`src/rtl/chan_power_ctl_pkg.sv`:
```
package chan_power_ctl_pkg;
    typedef enum logic {PEND_IDLE, PEND_HELD} pend_state_t;
    typedef enum logic {TH_OK, TH_TRIP} therm_state_t;
    localparam int FLAG_BIT = 0;
    localparam int RSV_BIT  = 1;
    localparam int PWR_LSB  = 2;
endpackage

```
`src/rtl/chan_power_shadow.sv`:
```
module chan_power_shadow
    import chan_power_ctl_pkg::*;
#(
    parameter int REG_W = 7
) (
    input  logic             clk,
    input  logic             rst_n,
    input  logic             ctl_wr,
    input  logic             frm_wr,
    input  logic [REG_W-1:0] wr_data,
    output logic             commit,
    output logic [REG_W-1:0] commit_val
);
    pend_state_t      state_q, state_d;
    logic [REG_W-1:0] shadow_q;

    always_comb begin
        state_d = state_q;
        unique case (state_q)
            PEND_IDLE: if (ctl_wr) state_d = PEND_HELD;
            PEND_HELD: if (!ctl_wr && frm_wr) state_d = PEND_IDLE;
            default:   state_d = PEND_IDLE;
        endcase
    end

    always_ff @(posedge clk or negedge rst_n) begin
        if (!rst_n) begin
            state_q  <= PEND_IDLE;
            shadow_q <= '0;
        end else begin
            state_q <= state_d;
            if (ctl_wr) shadow_q <= wr_data;
        end
    end

    always_comb begin
        commit     = (state_q == PEND_HELD) && (ctl_wr || frm_wr);
        commit_val = shadow_q;
    end
endmodule

```
`src/rtl/chan_power_thermal.sv`:
```
module chan_power_thermal
    import chan_power_ctl_pkg::*;
(
    input  logic clk,
    input  logic rst_n,
    input  logic over_temp,
    input  logic clr,
    output logic shut
);
    therm_state_t state_q, state_d;

    always_comb begin
        state_d = state_q;
        unique case (state_q)
            TH_OK:   if (over_temp && !clr) state_d = TH_TRIP;
            TH_TRIP: if (clr) state_d = TH_OK;
            default: state_d = TH_OK;
        endcase
    end

    always_ff @(posedge clk or negedge rst_n) begin
        if (!rst_n) state_q <= TH_OK;
        else        state_q <= state_d;
    end

    always_comb begin
        shut = (state_q == TH_TRIP);
    end
endmodule

```
`src/rtl/chan_power_ctl.sv`:
```
module chan_power_ctl
    import chan_power_ctl_pkg::*;
#(
    parameter int  NCH        = 4,
    parameter logic TERM_RST  = 1'b1
) (
    input  logic             clk,
    input  logic             rst_n,
    input  logic             ctl_wr_i,
    input  logic             frm_wr_i,
    input  logic [NCH+2:0]   wr_data_i,
    input  logic             over_temp_i,
    output logic [NCH-1:0]   chan_en_o,
    output logic             term_tri_o,
    output logic             alarm_n_o,
    output logic [NCH+2:0]   rd_data_o
);
    localparam int REG_W    = NCH + 3;
    localparam int TERM_BIT = PWR_LSB + NCH;

    logic             commit;
    logic [REG_W-1:0] commit_val;
    logic             shut;
    logic [NCH-1:0]   pwr_q;
    logic             term_q;

    chan_power_shadow #(.REG_W(REG_W)) u_shadow (
        .clk        (clk),
        .rst_n      (rst_n),
        .ctl_wr     (ctl_wr_i),
        .frm_wr     (frm_wr_i),
        .wr_data    (wr_data_i),
        .commit     (commit),
        .commit_val (commit_val)
    );

    chan_power_thermal u_therm (
        .clk       (clk),
        .rst_n     (rst_n),
        .over_temp (over_temp_i),
        .clr       (commit),
        .shut      (shut)
    );

    always_ff @(posedge clk or negedge rst_n) begin
        if (!rst_n) begin
            pwr_q  <= '0;
            term_q <= TERM_RST;
        end else if (commit) begin
            pwr_q  <= commit_val[PWR_LSB +: NCH];
            term_q <= commit_val[TERM_BIT];
        end
    end

    for (genvar i = 0; i < NCH; i++) begin : g_chan
        assign chan_en_o[i] = pwr_q[i] & ~shut;
    end

    always_comb begin
        rd_data_o                   = '0;
        rd_data_o[FLAG_BIT]         = shut;
        rd_data_o[RSV_BIT]          = 1'b0;
        rd_data_o[PWR_LSB +: NCH]   = pwr_q;
        rd_data_o[TERM_BIT]         = term_q;
        term_tri_o                  = term_q;
        alarm_n_o                   = ~shut;
    end
endmodule

```
`config.mk`:
```
export PLATFORM = sky130hd
export DESIGN_NAME = chan_power_ctl
export DESIGN_NICKNAME = d
export VERILOG_FILES = /design/src/rtl/chan_power_ctl_pkg.sv /design/src/rtl/chan_power_shadow.sv /design/src/rtl/chan_power_thermal.sv /design/src/rtl/chan_power_ctl.sv
export SDC_FILE = /design/constraint.sdc
export NUM_CORES = 1
export LEC_CHECK = 0
export BUFFER_PORTS_ARGS = -buffer_cell sky130_fd_sc_hd__buf_2
export CORE_AREA = 2 2 39 41
export CTS_BUF_LIST = sky130_fd_sc_hd__clkbuf_8
export CTS_CLUSTER_DIAMETER = 60
export DETAILED_ROUTE_END_ITERATION = 10
export DIE_AREA = 0 0 41 43
export GPL_ROUTABILITY_DRIVEN = 0
export HOLD_SLACK_MARGIN = 0.06
export PLACE_DENSITY = 0.69
export SLEW_MARGIN = 5
export SYNTH_ARGS = -nofsm -noshare
export SYNTH_HDL_FRONTEND = slang
export SYNTH_SLANG_ARGS = --single-unit
```
`constraint.sdc`:
```
create_clock -name clk -period 2.78 [get_ports clk]
set_input_delay 0.695 -clock clk [delete_from_list [all_inputs] [get_ports clk]]
set_output_delay 0.695 -clock clk [all_outputs]
set_load 0.005 [all_outputs]
```
---- After elaboration in Yosys (flattened, before gate mapping) ----
Index checks and enable logic that the tools add are counted.
storage, ports and cells
  output and inout port bits .............. 13
  bits in registers ....................... 14
cells by class
  multiplexer cells ....................... 6
  reductions and logical operators ........ 6
  bitwise gates (word level) .............. 6
operators with widths
  operator             count
  $and A1 B1 Y1        4
  $mux W1              4
  $pmux W1 S2          2
  $logic_and A1 B1 Y1  3
  $logic_not A1 Y1     2
  $not A1 Y1           2
  $logic_or A1 B1 Y1   1

---- Logic depth before layout (Yosys ltp) ----
  word-level depth ........................ 6
  gate-level depth with buffers ........... 3
  depth with buffers taken out ............ 2

---- Cells and area by module ----
From an unflattened synthesis, not the netlist that was laid out.
second synthesis, totals
  cell total of the unflattened synthesis .. 40
  area total of the unflattened synthesis .. 609.3 um2
by module, submodules not included
  module              area each (um2)  times used  cells each
  chan_power_shadow   336.6            1           19
  chan_power_ctl      237.7            1           19
  chan_power_thermal  35.0             1           2

---- Worst setup path before layout ----
Ideal clock, no wire load.
  kind .................................... input-to-reg
  start ................................... input port ctl_wr_i
  end ..................................... register pwr_q[0]
  path buffers ............................ 1
  path slack .............................. 1.301 ns
  arrival time ............................ 1.354 ns
  cell stages on the path ................. 3
  path through ............................ buf_6 -> o21ai_4 -> mux2_2
between the ends
  word-level cells in the longest chain between the ends .. 2
RTL lines
  element               line                     source
  start, declared       chan_power_ctl.sv:9      input logic ctl_wr_i,
  $logic_or A1 B1 Y1    chan_power_shadow.sv:37  commit = (state_q == PEND_HELD) && (ctl_wr || frm_wr);
  $logic_and A1 B1 Y1   chan_power_shadow.sv:37
  end signal, assigned  chan_power_ctl.sv:50     pwr_q <= commit_val[PWR_LSB +: NCH];
  end, declared         chan_power_ctl.sv:24     logic [NCH-1:0] pwr_q;
Every way passes these cells.
A chain may end at the register's enable or synchronous reset.

---- Final worst setup path ----
  start ................................... register u_therm.state_q (netlist: u_therm.shut)
  end ..................................... output port chan_en_o[0]
between the ends
  word-level cells in the longest chain between the ends .. 2
RTL lines
  element                 line                      source
  start, declared         chan_power_thermal.sv:10  therm_state_t state_q, state_d;
  start signal, assigned  chan_power_thermal.sv:23  else state_q <= state_d;
  $not A1 Y1              --
  $and A1 B1 Y1           chan_power_ctl.sv:56      assign chan_en_o[i] = pwr_q[i] & ~shut;
  end, declared           chan_power_ctl.sv:13      output logic [NCH-1:0] chan_en_o,
Every way passes these cells.

==> metrics <==
area of the core=roughly 1400 sq um; Setup Buffers After CTS=0; status=completed; mux cell area share after synthesis=a little over a fifth; Adder-Cell Fraction of Synth Area=0%; syn_nets=48; pin count of the biggest net entering global routing=13; port buffer count=21; slowest library cell on the worst path=dfrtp_1; pwr dens=approximately 720 nW/um^2; critical path type=flip-flop to output pin; Synth Area per Inst=approximately 14 sq um; first-pass GRT wire length=1.152 mm; CTS Root Cell=clkbuf_8; row cnt=14; post-route ant nets=0; Sink Count=12; Final min period=around 1.6 ns; register area share after synthesis=between 50% and 60%; Cells after Synth=36; type of origin of the critical path=flip-flop; RSZ-0062 raised after global routing=no; drt drc=0; Initial Util=between 30 and 40%; placed instance area=608.1 sq um; DR WL/cell=between 10 and 15 um; CP max stage delay=about 0.43 ns; dpl cells=69; Post-Layout Cell Count=73; crit path cell chain=nor2b_1 -> buf_2; routed vias=330; via/cell ratio=between 4 and 5; Num CTS Buffers=3; Final WS setup=roughly 1.2 ns; CTS tree=built; initial antenna violation count=0; FMAX=around 630 MHz; Yosys cell types=11; Reg clk slew, reported paths=roughly 0.050 ns; post-synthesis to final-layout area growth=28.33%; Final period util=between 50% and 60%; Lkg Pwr=~0.33 nW; CTS Buffer Depth=2; pre-CTS WS=approximately 1.2 ns; GR Overflow Total=0; xor and xnor area share after synthesis=0%; worst hold path type=primary input to asynchronous set/reset pin; Die H=between 40 and 50 um; Clock Latency Late Sink=0.23 ns; post-cts sizing count=0; worst path required time=around 2.1 ns; die area=roughly 1800 sq um; vias in the first global route=~270; GRT Overall Usage=between 10 and 15%; Detailed Route WL=759 um; Setup-failing EPs final=0; layout cell share with drive strength beyond 1=66.67%; Worst VDD drop=0.4720 mV; die width=41 um; layout net count=70; most frequent cells in the layout=buf_2, dfrtp_1, mux2_2; Iteration-0 DRC Markers=2; Worst R2R Path Depth=2; Synth Area in Simple Gates=approximately 4.8%; crit-path max FO=7; Max Cap Violations=0; Post-Synthesis Cell Area=516.7 sq um; Hold Buf Count CTS=0; H-Tree Depth=1; Worst Path Arrival=0.89 ns; Pwr Total=between 0.4 and 0.5 mW; RR Startpoint=u_shadow.state_q; R2R Setup Slk=about 1.8 ns; final hold viol count=0; final slew viol count=0; Yosys warning count=0; CP endpoint kind=output pin; FF-to-FF End=pwr_q[3]; Seq cells post-synth=12; Non-Filler Cell Area, Final=around 660 sq um; Antenna Diode Count=0; Clock Skew=about 0.0036 ns; largest family of logic cells by synthesized area=multiplexers; Setup TNS=0 ns; io pins=25; Synth Area in Compound Gates=6.295%; DRT Pass-1 Iters=2; most common cell after layout, fill and taps aside=buf_2
[metrics by stage]
step	utilization (%)	hold slack (ns)
after floorplan	-	0.3994
after global placement	43.94	0.4879
after detailed placement	43.94	0.4969
after CTS	47.92	0.3247
after global routing	47.92	0.3466
final	47.92	0.3229
[routing by layer]
layer	GRT usage [%]	vias to the layer above	part of all wire, %
met3	6.283	2	12
li1	-	158	-
met4	4.000	0	1.1
met1	14.09	152	45
met2	12.50	18	43
met5	0	-	0
[cell families after synthesis]
kind of cell	Yosys count
AOI/OAI and AO/OA	3
muxes	10
DFF	12
buffers and inverters	6
and+or+nand+nor	4
other	1
[final cells by class]
cell class | count | area, sq um
fillers | 132 | 720.7
flip-flops and latches | 12 | 301.5
multi-input cells | 18 | 173.9
repair buffers | 21 | 105.1
clock buffers | 4 | 55.05
well taps | 16 | 20.02
inverters | 2 | 7.507
[worst max-delay path, delay by kind of cell, from the launching register on]
kind	cells	cell delay, ns
buffers and inverters	1	0.11
DFF	1	0.43
and+or+nand+nor	1	0.12
[where the power goes]
part	total, mW	switching (mW)	internal [mW]
clock	0.184	0.0594	0.125
combinational	0.0783	0.0297	0.0485
sequential	0.215	0.0154	0.200
total	0.478	0.105	0.373
[state kept, by name, summed over array words and instances (netlist names)]
register / cells
pwr_q: 4
term_tri_o: 1
u_shadow.state_q: 1
u_shadow.commit_val: 5
u_therm.shut: 1
[cells in the mapped netlist]
library cell	instances	area (sq um)
dfrtp_1	11	275.3
mux2_2	10	112.6
nor2b_1	4	25.02
buf_4	3	22.52
inv_1	2	7.510
a21o_2	1	8.760
buf_6	1	11.26
conb_1	1	3.750
dfstp_2	1	26.28
o21a_1	1	7.510
o21ai_4	1	16.27
[how the worst max path moves through the flow]
stage                       from            to  slack (ns)  depth (start not counted)
floorplan               ctl_wr_i      pwr_q[0]        1.30                          3
global route        u_therm.shut  chan_en_o[3]        1.10                          2
detailed placement      ctl_wr_i      pwr_q[3]        1.17                          3
CTS                 u_therm.shut  chan_en_o[0]        1.18                          2
global placement        ctl_wr_i      pwr_q[3]        1.18                          3
finish              u_therm.shut  chan_en_o[0]        1.20                          2
(Power assumes the default switching activity.)
